## config.mk

```make
export PLATFORM = sky130hd
export DESIGN_NAME = cmb_filter
export DESIGN_NICKNAME = d
export VERILOG_FILES = /design/src/rtl/cmb_pkg.sv /design/src/rtl/cmb_xlate_stub.sv /design/src/rtl/cmb_route.sv /design/src/rtl/cmb_track.sv /design/src/rtl/cmb_filter.sv
export SDC_FILE = /design/constraint.sdc
export NUM_CORES = 1
export LEC_CHECK = 0
export ABC_AREA = 1
export BUFFER_PORTS_ARGS = -buffer_cell sky130_fd_sc_hd__buf_2
export CORE_ASPECT_RATIO = 1.4
export CORE_MARGIN = 1.5
export CORE_UTILIZATION = 51
export DETAILED_ROUTE_END_ITERATION = 10
export HOLD_SLACK_MARGIN = 0.03
export PLACE_DENSITY = 0.95
export SETUP_SLACK_MARGIN = 0.05
export SLEW_MARGIN = 40
export SYNTH_ARGS = -nofsm -noshare
export SYNTH_HDL_FRONTEND = slang
export SYNTH_HIERARCHICAL = 1
export SYNTH_SLANG_ARGS = --single-unit
```

## constraint.sdc

```tcl
create_clock -name clk -period 3.95 [get_ports clk]
set_clock_uncertainty 0.2 [all_clocks]
set_input_delay 0.5925 -clock clk [delete_from_list [all_inputs] [get_ports clk]]
set_output_delay 0.5925 -clock clk [all_outputs]
set_load 0.005 [all_outputs]
```

## src/rtl/cmb_pkg.sv

```systemverilog
package cmb_pkg;
  typedef enum logic [1:0] {
    CMO_NOP       = 2'd0,
    CMO_CLEAN     = 2'd1,
    CMO_INV       = 2'd2,
    CMO_CLEAN_INV = 2'd3
  } cmo_op_e;

  typedef enum logic {
    ST_IDLE  = 1'b0,
    ST_BCAST = 1'b1
  } bst_e;
endpackage

```

## src/rtl/cmb_xlate_stub.sv

```systemverilog
module cmb_xlate_stub #(
  parameter int          AW        = 32,
  parameter int          LINE_BITS = 5,
  parameter logic [AW-1:0] XLAT_OFS = '0
) (
  input  logic [AW-1:0] va,
  output logic [AW-1:0] pa
);
  logic [AW-1:0] sum;

  always_comb begin
    sum = va + XLAT_OFS;
    pa  = {sum[AW-1:LINE_BITS], {LINE_BITS{1'b0}}};
  end
endmodule

```

## src/rtl/cmb_route.sv

```systemverilog
module cmb_route
  import cmb_pkg::*;
#(
  parameter int NCORE = 4,
  parameter int SRC_W = 2
) (
  input  logic [NCORE-1:0] smp_en,
  input  logic [NCORE-1:0] fw_en,
  input  logic [SRC_W-1:0] src,
  input  logic             shared,
  input  logic [1:0]       op,
  output logic             send_ok,
  output logic [NCORE-1:0] rcv_mask
);
  logic [NCORE-1:0] is_src;

  for (genvar i = 0; i < NCORE; i++) begin : g_rcv
    localparam logic [SRC_W-1:0] IDX = SRC_W'(i);
    assign is_src[i]   = (src == IDX);
    assign rcv_mask[i] = smp_en[i] & ~is_src[i];
  end

  logic src_smp, src_fw;
  assign src_smp = |(smp_en & is_src);
  assign src_fw  = |(fw_en & is_src);

  assign send_ok = shared & src_smp & src_fw & (op != CMO_NOP);
endmodule

```

## src/rtl/cmb_track.sv

```systemverilog
module cmb_track
  import cmb_pkg::*;
#(
  parameter int NCORE = 4,
  parameter int AW    = 32
) (
  input  logic             clk,
  input  logic             rst_n,
  input  logic             accept,
  input  logic             go,
  input  logic [NCORE-1:0] mask,
  input  logic [1:0]       op,
  input  logic [AW-1:0]    pa,
  input  logic [NCORE-1:0] ack,
  output logic             idle,
  output logic [NCORE-1:0] pend,
  output logic [1:0]       op_out,
  output logic [AW-1:0]    pa_out,
  output logic             done,
  output logic             done_fwd
);
  bst_e             st_q, st_d;
  logic [NCORE-1:0] pend_q, pend_d;
  logic [1:0]       op_q;
  logic [AW-1:0]    pa_q;
  logic             done_q, done_d, fwd_q, fwd_d;
  logic             cap_en;

  always_comb begin
    st_d   = st_q;
    pend_d = pend_q;
    done_d = 1'b0;
    fwd_d  = 1'b0;
    cap_en = 1'b0;
    unique case (st_q)
      ST_IDLE: begin
        if (accept) begin
          if (go && (mask != '0)) begin
            st_d   = ST_BCAST;
            pend_d = mask;
            cap_en = 1'b1;
          end else begin
            done_d = 1'b1;
          end
        end
      end
      ST_BCAST: begin
        pend_d = pend_q & ~ack;
        if (pend_d == '0) begin
          st_d   = ST_IDLE;
          done_d = 1'b1;
          fwd_d  = 1'b1;
        end
      end
      default: st_d = ST_IDLE;
    endcase
  end

  always_ff @(posedge clk or negedge rst_n) begin
    if (!rst_n) begin
      st_q   <= ST_IDLE;
      pend_q <= '0;
      done_q <= 1'b0;
      fwd_q  <= 1'b0;
    end else begin
      st_q   <= st_d;
      pend_q <= pend_d;
      done_q <= done_d;
      fwd_q  <= fwd_d;
    end
  end

  always_ff @(posedge clk or negedge rst_n) begin
    if (!rst_n) begin
      op_q <= '0;
      pa_q <= '0;
    end else if (cap_en) begin
      op_q <= op;
      pa_q <= pa;
    end
  end

  assign idle     = (st_q == ST_IDLE);
  assign pend     = pend_q;
  assign op_out   = op_q;
  assign pa_out   = pa_q;
  assign done     = done_q;
  assign done_fwd = fwd_q;
endmodule

```

## src/rtl/cmb_filter.sv

```systemverilog
module cmb_filter
  import cmb_pkg::*;
#(
  parameter int            NCORE     = 4,
  parameter int            AW        = 32,
  parameter int            LINE_BITS = 5,
  parameter logic [AW-1:0] XLAT_OFS  = 32'h1000_0000,
  localparam int           SRC_W     = (NCORE > 1) ? $clog2(NCORE) : 1
) (
  input  logic             clk,
  input  logic             rst_n,
  input  logic [NCORE-1:0] smp_en,
  input  logic [NCORE-1:0] fw_en,
  input  logic             req_valid,
  output logic             req_ready,
  input  logic [SRC_W-1:0] req_src,
  input  logic [1:0]       req_op,
  input  logic [AW-1:0]    req_va,
  input  logic             req_shared,
  output logic [NCORE-1:0] bc_valid,
  output logic [1:0]       bc_op,
  output logic [AW-1:0]    bc_pa,
  input  logic [NCORE-1:0] bc_ack,
  output logic             done,
  output logic             done_fwd
);
  logic [1:0] rst_sync_q;
  logic       rst_n_i;

  always_ff @(posedge clk or negedge rst_n) begin
    if (!rst_n) rst_sync_q <= 2'b00;
    else        rst_sync_q <= {rst_sync_q[0], 1'b1};
  end
  assign rst_n_i = rst_sync_q[1];

  logic [AW-1:0]    pa;
  logic             send_ok;
  logic [NCORE-1:0] rcv_mask;
  logic             idle;

  cmb_xlate_stub #(.AW(AW), .LINE_BITS(LINE_BITS), .XLAT_OFS(XLAT_OFS)) u_xlate (
    .va (req_va),
    .pa (pa)
  );

  cmb_route #(.NCORE(NCORE), .SRC_W(SRC_W)) u_route (
    .smp_en   (smp_en),
    .fw_en    (fw_en),
    .src      (req_src),
    .shared   (req_shared),
    .op       (req_op),
    .send_ok  (send_ok),
    .rcv_mask (rcv_mask)
  );

  cmb_track #(.NCORE(NCORE), .AW(AW)) u_track (
    .clk      (clk),
    .rst_n    (rst_n_i),
    .accept   (req_valid & idle),
    .go       (send_ok),
    .mask     (rcv_mask),
    .op       (req_op),
    .pa       (pa),
    .ack      (bc_ack),
    .idle     (idle),
    .pend     (bc_valid),
    .op_out   (bc_op),
    .pa_out   (bc_pa),
    .done     (done),
    .done_fwd (done_fwd)
  );

  assign req_ready = idle;
endmodule

```

==> flow_summary.toml, run 1 <==
[logic_synthesis]
ys.flop_type = "dfrtp_1"
synth_top_cell_by_area = "dfrtp_1"
synth.most_common_cell = "nand2_1"
yosysTopAreaCellShare = 0.493
ys_top_cells_by_area = "dfrtp_1 49%, nand2_1 11%, buf_4 9.6%"
synthArstFlopShare = 1.00
yosysWarningCount = 6
ys_ff_latch = 43
synth_seq_area_share = 0.493
netlist_instances = 261
yosysUniqueCellTypes = 23
avgSynthCellArea_um2 = 8.36
syn-cell-area_mm2 = 0.00218
synth_edf_count = 0
netlist_top_cells_count = "63 x nand2_1, 46 x inv_1, 43 x dfrtp_1"

[detailed_routing]
drtAntennaViolNets = 0
viasPerCell = 4.56
wl_per_cell_um = 9.83
drt_wl_total_um = 3640
routed-via-count = 1686
drc = 7
drt_pre_antenna_iters = 10
drtIter0Drc = 46

[sta]
final_max_slew_viol_count = 0
finalHoldViolCount = 0
period_minus_slack_ns = 2.36
tightest_slew_ns = 0.670
maxSlewHeadroom = 0.553
timing.hold.ws_ns = 0.0996
finalSetupViolCount = 0
fmax_ghz = 0.424
rsz0062_at_grt = "no"
fin_crit_sh = 0.597
setup_tns_ns = 0

[critical_path]
crit_buf_inv = 1
cp-start-kind = "input port"
crit_type = "in -> reg"
cp_top_family = "simple AND/OR/NAND/NOR gates"
worst-path-max-fanout = 69
crit_chain = "buf_2, nor2_1, nand2_1, nand2_1, o21ai_1, nor2_1, nand3_4, o21ai_0"
crit_slowest_cell = "nand3_4"
end_kind = "flop"
critPathLaunch = "req_src[1]"
max_stage_delay_ns = 0.54
cp_data_required_time_ns = 3.93
critPathArrivalTime_ns = 2.33
r2r-start = "u_track/st_q"

[global_route]
antenna_found_initial = 0
overflow = 0
grt_usage = 0.165
grt_pass1_wl_um = 5950
grt_pass1_vias = 1465
grt_max_degree = 70

[min_path]
hold_class = "reg -> async"

[die]
num_io_pins = 93
placementRows = 28
core_area_mm2 = 0.00417
dieArea_mm2 = 0.00469
initial_core_util = 0.523
fp.dieH_um = 80.4
fp.dieW_um = 58.3

[cts]
postCtsHoldBufs = 1
cts_resized = 0
cts_root_buf = "clkbuf_8"
path_clk_slew_ns = 0.07
cts_setup_buffers = 0
cts_made_buffers = 5
cts_tree = "yes"
cts_sinks = 43
clk_path_buf_depth = 2
clock_latency_ns = 0.28
h-tree-depth = 2

[finish]
nets = 377
drive_above_1_share = 0.323
finalInstanceArea_mm2 = 0.00253
fin_cells = 370
syn_to_final_growth_pct = 15.8
antenna_cells = 0

[place]
gp_congestion = 0.841
placed_cells = 361
io_buffers = 87
placed_area_mm2 = 0.00242
hpwl_um = 2740

[power]
max-vdd-ir-drop_v = 0.000325
total_power_uw = 1340
power_density_mw_per_mm2 = 531
leakage_uw = 0.00151

[flow_run]
drv_cap = 0

[run_status]
violations = "design-rule violations"
status = "complete, but fails checks"
stage by stage:
step                       util  setup slack (ns)
after floorplan               -              2.02
after global routing      0.606              1.38
after global placement    0.579              1.38
after detailed placement  0.580              1.27
final                     0.606              1.59
after CTS                 0.606              1.57
power by group:
| group | leakage, uW | switching (uW) | internal, uW | total (uW) |
|---|---|---|---|---|
| sequential | 0.000545 | 84.4 | 587 | 672 |
| clock | 0.0000515 | 130 | 159 | 289 |
| combinational | 0.000918 | 186 | 196 | 381 |
sequential cells by signal, indices dropped and copies added, names as in the netlist:
register	flops
u_track/pa_out	32
u_track/pend	4
rst_sync_q	2
u_track/op_out	2
u_track/done	1
u_track/done_fwd	1
u_track/st_q	1
placed cells by master, fill, tap and decap left out:
| cell | n |
|---|---|
| nand3_4 | 1 |
| a21boi_0 | 3 |
| nor2_1 | 7 |
| xor2_1 | 1 |
| dlygate4sd3_1 | 1 |
| nand2_2 | 2 |
| o21ai_1 | 5 |
| conb_1 | 6 |
| buf_2 | 87 |
| nor2_4 | 1 |
| dfrtp_4 | 1 |
| clkbuf_1 | 1 |
| nand4_1 | 2 |
| ha_1 | 1 |
| o21ai_0 | 29 |
| clkbuf_8 | 7 |
| o21a_1 | 1 |
| nand2_1 | 63 |
| inv_1 | 46 |
| dfrtp_1 | 42 |
| o21ai_2 | 6 |
| nand3_1 | 12 |
cells by family after synthesis:
kind of cell | Yosys count | synth area share
and+or+nand+nor | 88 | 0.173
buffers and inverters | 82 | 0.205
AOI/OAI and AO/OA | 44 | 0.116
DFF | 43 | 0.493
other | 2 | 0.00344
xor gates and xnor gates | 1 | 0.00401
adders and majority gates | 1 | 0.00573
layer usage:
metal / GRT usage / vias to the layer above / routed length, um
met5: 0 / - / 0
met4: 0.0488 / 0 / 47
met3: 0.0483 / 5 / 209
met2: 0.298 / 52 / 1890
met1: 0.181 / 744 / 1490
li1: - / 885 / -
final timing paths:
| path | endpoint | slack (ns) | cells after the start |
|---|---|---|---|
| max | u_track/pa_out[31] | 1.59 | 8 |
| min | u_track/pa_out[11] | 0.1 | 0 |
| max reg2reg | u_track/pa_out[31] | 1.64 | 7 |
| min reg2reg | u_track/pa_out[11] | 0.1 | 0 |
| max in group asynchronous | rst_sync_q[1] | 3.04 | 2 |
| min in group clk | rst_sync_q[1] | 0.17 | 0 |
cell type report:
| cell class | instances | area (um2) |
|---|---|---|
| multi-input combinational | 140 | 673 |
| sequential | 43 | 1080 |
| inverter | 46 | 173 |
| fill | 371 | 1640 |
| timing repair buffer | 88 | 445 |
| clock buffer | 8 | 100 |
| tap | 45 | 56.3 |
Power figures use the tool's default switching activity.
==> inputs of run 2 (changes only) <==
--- a/config.mk
+++ b/config.mk
@@ -5,14 +5,14 @@
 export SDC_FILE = /design/constraint.sdc
 export NUM_CORES = 1
 export LEC_CHECK = 0
-export ABC_AREA = 1
+export ABC_AREA = 0
 export BUFFER_PORTS_ARGS = -buffer_cell sky130_fd_sc_hd__buf_2
 export CORE_ASPECT_RATIO = 1.4
 export CORE_MARGIN = 1.5
-export CORE_UTILIZATION = 51
+export CORE_UTILIZATION = 43
 export DETAILED_ROUTE_END_ITERATION = 10
 export HOLD_SLACK_MARGIN = 0.03
-export PLACE_DENSITY = 0.95
+export PLACE_DENSITY = 0.88
 export SETUP_SLACK_MARGIN = 0.05
 export SLEW_MARGIN = 40
 export SYNTH_ARGS = -nofsm -noshare
==> constraint.sdc (replaced) <==
create_clock -name clk -period 2.1 [get_ports clk]
set_clock_uncertainty 0.2 [all_clocks]
set_input_delay 0.315 -clock clk [delete_from_list [all_inputs] [get_ports clk]]
set_output_delay 0.315 -clock clk [all_outputs]
set_load 0.005 [all_outputs]
==> flow_summary.toml, run 2 <==
[sta]
rsz0062_at_grt = "no"
finalSetupViolCount = 0
finalHoldViolCount = 0
period_minus_slack_ns = 1.98
tightest_slew_ns = 0.691
maxSlewHeadroom = 0.533
fin_crit_sh = 0.945
setup_tns_ns = 0
timing.hold.ws_ns = 0.0551
fmax_ghz = 0.504
fin_ws_ns = 0.115
final_max_slew_viol_count = 0

[global_route]
antenna_found_initial = 0
overflow = 0
grt_max_degree = 36
grtUsageMet2 = 0.267
grt_pass1_wl_um = 6190
grt_usage = 0.146
grt_pass1_vias = 1396
grtUsageMet1 = 0.162
use_met3 = 0.0390
grt.busiest_layer = "met2"

[critical_path]
cp_data_required_time_ns = 2.07
r2r-start = "u_track/st_q"
crit_type = "in -> reg"
max_stage_delay_ns = 0.34
crit_buf_inv = 2
crit_slowest_cell = "mux2_2"
r2r_end = "u_track/pa_out[17]"
r2r_cells = 6
crit_chain = "buf_2, and3b_2, a31oi_1, a211oi_1, and3b_1, o41a_4, buf_12, mux2_2"
cp-start-kind = "input port"
cp_top_family = "compound AO/OA/AOI/OAI gates"
worst-path-max-fanout = 19
critPathArrivalTime_ns = 1.96
reg2reg_slack_ns = 0.16
end_kind = "flop"

[logic_synthesis]
yosysWarningCount = 6
synth.most_common_cell = "dfrtp_1"
synth_top_family_by_area = "multiplexers"
yosysTopAreaCellShare = 0.499
synthArstFlopShare = 1.00
netlist_instances = 151
avgSynthCellArea_um2 = 14.3
synth_top_cell_by_area = "dfrtp_1"
synth_seq_area_share = 0.499
synth_edf_count = 0
synth-compound-area-share = 0.0736
ys.flop_type = "dfrtp_1"
yosys.area_share.simple = 0.0400
ys_top_cells_by_area = "dfrtp_1 50%, mux2_4 20%, buf_4 9.7%"
yosysUniqueCellTypes = 30
ys_ff_latch = 43
netlist_top_cells_count = "43 x dfrtp_1, 29 x mux2_4, 28 x buf_4"
muxShareOfSynthArea = 0.228
syn-cell-area_mm2 = 0.00216
synth_adder_area_share = 0.00580
synth_xor_area_frac = 0.00812

[cts]
cts_setup_buffers = 0
clock_latency_ns = 0.28
cts_root_buf = "clkbuf_8"
cts_made_buffers = 5
clk_path_buf_depth = 2
cts_sinks = 43
h-tree-depth = 2
cts_tree = "yes"
postCtsHoldBufs = 1
path_clk_slew_ns = 0.08
cts_resized = 0

[min_path]
hold_class = "reg -> async"

[finish]
most-common-layout-cells = "87 x buf_2, 42 x dfrtp_1, 29 x mux2_4, 8 x buf_4"
fin_util = 0.550
drive_above_1_share = 0.630
antenna_cells = 0
final_common_cell = "buf_2"
largest_reg_flops = 32
syn_to_final_growth_pct = 23.4
nets = 282

[place]
gp_congestion = 0.726
hpwl_um = 2910
post-place-ws_ns = -0.194
io_buffers = 87

[die]
fp.dieW_um = 62.9
initial_core_util = 0.446
dieArea_mm2 = 0.00546
num_io_pins = 93
placementRows = 30
fp.dieH_um = 86.8
core_area_mm2 = 0.00484

[detailed_routing]
routed-via-count = 1362
viasPerCell = 4.63
drtIter0Drc = 23
drc = 0
drt_wl_total_um = 3770
drt_pre_antenna_iters = 4
drtAntennaViolNets = 0
wl_per_cell_um = 12.8

[flow_run]
drv_cap = 0

[power]
leakage_uw = 0.00136
max-vdd-ir-drop_v = 0.000541
p_int_uw = 1960
power_density_mw_per_mm2 = 980
clockPowerShare = 0.247
p_comb_frac = 0.292
seqPwrFrac = 0.460
switchingPower_uw = 648
p_sw_frac = 0.248

[run_status]
status = "finished, final reports clean"
## run 2: per-stage QoR
step                total power [uW]  area (um2)  cells
global placement                1950        2500    283
finish                          2610        2660    294
CTS                             2640        2630    292
floorplan                       1660        2180    155
global route                    2780        2660    294
detailed placement              1980        2500    283
## run 2: worst max path at each step
stage	from	endpoint	slack, ns	depth (start not counted)
CTS	req_src[0]	u_track/pa_out[17]	0.12	8
detailed placement	req_src[0]	u_track/pa_out[17]	-0.19	8
floorplan	req_src[0]	u_track/op_out[0]	-0.004	9
global route	req_src[0]	u_track/pa_out[17]	0.07	8
global placement	req_src[0]	u_track/pa_out[17]	-0.15	8
finish	req_src[0]	u_track/pa_out[17]	0.12	8
## run 2: routing by layer
metal / up-vias / wire [um]
met5: - / 0
met4: 0 / 22
met3: 2 / 186
met2: 49 / 2050
met1: 660 / 1510
li1: 651 / -
## run 2: logic make-up (layout without fill, tap and decap cells)
logic type,after synthesis,after routing
DFF,43,43
buffers and inverters,37,112
muxes,34,34
AOI/OAI and AO/OA,18,18
and+or+nand+nor,14,14
other,2,6
xor gates and xnor gates,2,2
adders and majority gates,1,1
## run 2: power by group through the flow
| stage | sequential [uW] | combinational (uW) | clock (uW) |
|---|---|---|---|
| 6_report | 1200 | 763 | 645 |
| 5_1_grt | 1240 | 827 | 718 |
| 4_1_cts | 1220 | 756 | 668 |
| 3_5_place_dp | 1230 | 751 | 0 |
| 3_3_place_gp | 1210 | 735 | 0 |
| 2_1_floorplan | 1240 | 416 | 0 |
## run 2: layout make-up
class,instances,area [um2]
well taps,64,80.1
fillers,423,2180
multi-input cells,75,790
inverters,4,15.0
repair buffers,100,583
clock buffers,6,82.6
clock inverters,2,35.0
flip-flops and latches,43,1080
## run 2: worst reg2reg max path: stages (launching register included)
cell and delay, ns:
dfrtp_1 0.46, inv_1 0.10, and2_1 0.15, and3b_1 0.20
o41a_4 0.19, buf_12 0.19, mux2_2 0.34
==> inputs of run 3 (changes only) <==
--- a/config.mk
+++ b/config.mk
@@ -7,12 +7,13 @@
 export LEC_CHECK = 0
 export ABC_AREA = 0
 export BUFFER_PORTS_ARGS = -buffer_cell sky130_fd_sc_hd__buf_2
+export CAP_MARGIN = 20
 export CORE_ASPECT_RATIO = 1.4
 export CORE_MARGIN = 1.5
 export CORE_UTILIZATION = 43
 export DETAILED_ROUTE_END_ITERATION = 10
 export HOLD_SLACK_MARGIN = 0.03
-export PLACE_DENSITY = 0.88
+export PLACE_DENSITY = 0.74
 export SETUP_SLACK_MARGIN = 0.05
 export SLEW_MARGIN = 40
 export SYNTH_ARGS = -nofsm -noshare
==> flow_summary.toml, run 3 (synthesized netlist as in run 2, its figures left out) <==
[run_status]
status = "finished, final reports clean"

[finish]
most-common-layout-cells = "87 x buf_2, 42 x dfrtp_1, 29 x mux2_4, 10 x buf_4, 6 x conb_1"
nets = 283
drive_above_1_share = 0.641
syn_to_final_growth_pct = 21.9
fin_cells = 295
final_common_cell = "buf_2"
antenna_cells = 0
fillers = 430
multi_input_area_um2 = 795
largest_reg_flops = 32
ff_latch_area_mm2 = 0.00108

[sta]
fin_crit_sh = 0.928
maxSlewHeadroom = 0.545
finalSetupViolCount = 0
tightest_slew_ns = 0.674
finalHoldViolCount = 0
rsz0062_at_grt = "no"
fmax_ghz = 0.513
final_max_slew_viol_count = 0
setup_tns_ns = 0
period_minus_slack_ns = 1.95

[place]
placed_cells = 286
io_buffers = 87
gp_congestion = 0.765
hpwl_um = 2950

[power]
seqPwrFrac = 0.492
leakage_uw = 0.00135
p_sw_frac = 0.267
max-vdd-ir-drop_v = 0.000430
p_comb_frac = 0.311
p_int_uw = 1800
clockPowerShare = 0.197
power_density_mw_per_mm2 = 935
switchingPower_uw = 656

[cts]
clk_path_buf_depth = 2
path_clk_slew_ns = 0.08
cts_made_buffers = 5
h-tree-depth = 2
clock_latency_ns = 0.28
cts_setup_buffers = 0
cts_sinks = 43
cts_root_buf = "clkbuf_8"
cts_tree = "yes"

[detailed_routing]
viasPerCell = 4.63
drtIter0Drc = 32
drt_pre_antenna_iters = 4
drtAntennaViolNets = 0
drt_wl_total_um = 3840
wl_per_cell_um = 13.0
routed-via-count = 1365
drc = 0

[die]
initial_core_util = 0.446
dieArea_mm2 = 0.00546
fp.dieW_um = 62.9
core_area_mm2 = 0.00484
fp.dieH_um = 86.8
placementRows = 30
num_io_pins = 93

[critical_path]
worst-path-max-fanout = 13
cp-start-kind = "input port"
r2r-start = "u_track/st_q"
end_kind = "flop"
cp_data_required_time_ns = 2.07
critPathLaunch = "req_src[0]"
crit_type = "in -> reg"
critPathArrivalTime_ns = 1.92

[global_route]
grt_pass1_vias = 1303
antenna_found_initial = 0
overflow = 0
grt_usage = 0.146
grt_pass1_wl_um = 6130
grt_max_degree = 26

[min_path]
hold_path_startpoint = "req_va[27]"
hold_class = "in -> reg"

[flow_run]
drv_cap = 0
run 3: final timing paths:
path	to	slack (ns)	depth (start not counted)
min in group asynchronous	u_track/pa_out[20]	0.06	0
hold / removal	u_track/pa_out[27]	0.05	2
setup / recovery	u_track/pa_out[17]	0.15	8
max in group asynchronous	u_track/pa_out[21]	1.02	1
hold reg to reg	u_track/pa_out[20]	0.06	0
setup reg to reg	u_track/pa_out[17]	0.23	6
run 3: power by group through the flow:
| stage | clock network, uW | registers, uW | logic (uW) |
|---|---|---|---|
| floorplan | 0 | 1240 | 416 |
| global placement | 0 | 1220 | 752 |
| detailed placement | 0 | 1220 | 769 |
| CTS | 509 | 1210 | 775 |
| global route | 547 | 1250 | 828 |
| finish | 485 | 1210 | 765 |
run 3: per-stage QoR:
step	setup slack (ns)	hold slack (ns)	utilization	area, um2	power [uW]
after floorplan	-0.00420	-0.181	-	2180	1660
after global placement	-0.185	-0.0997	0.523	2530	1970
after detailed placement	-0.255	-0.0980	0.523	2530	1990
after CTS	0.125	0.0416	0.543	2630	2500
after global routing	0.0674	0.0361	0.543	2630	2620
final	0.152	0.0543	0.543	2630	2460
run 3: layout make-up:
type,instances,share of cell area
flip-flops and latches,43,0.409
inverters,4,0.00571
clock inverters,3,0.00571
multi-input cells,75,0.302
repair buffers,101,0.221
well taps,64,0.0304
clock buffers,5,0.0262
run 3: what timing repair did:
action,4_1_cts,5_1_grt
pin swaps,0,1
gates resized for setup,1,0
hold buffers,1,0
hold endpoints to repair,2,0
endpoints found under the setup margin,3,2
cloned,0,0
run 3: layer usage:
layer | up-vias | share of wire | GRT usage
met2 | 67 | 0.49 | 0.245
met1 | 642 | 0.42 | 0.174
met4 | 0 | 0.021 | 0.0626
li1 | 648 | - | -
met5 | - | 0 | 0
met3 | 8 | 0.071 | 0.0455
run 3: critical path: stages:
cell and delay, ns:
buf_2 0.13, and3b_2 0.22, a31oi_1 0.05, a211oi_2 0.25, and3b_1 0.23, o41a_4 0.22, buf_12 0.17, mux2_2 0.34
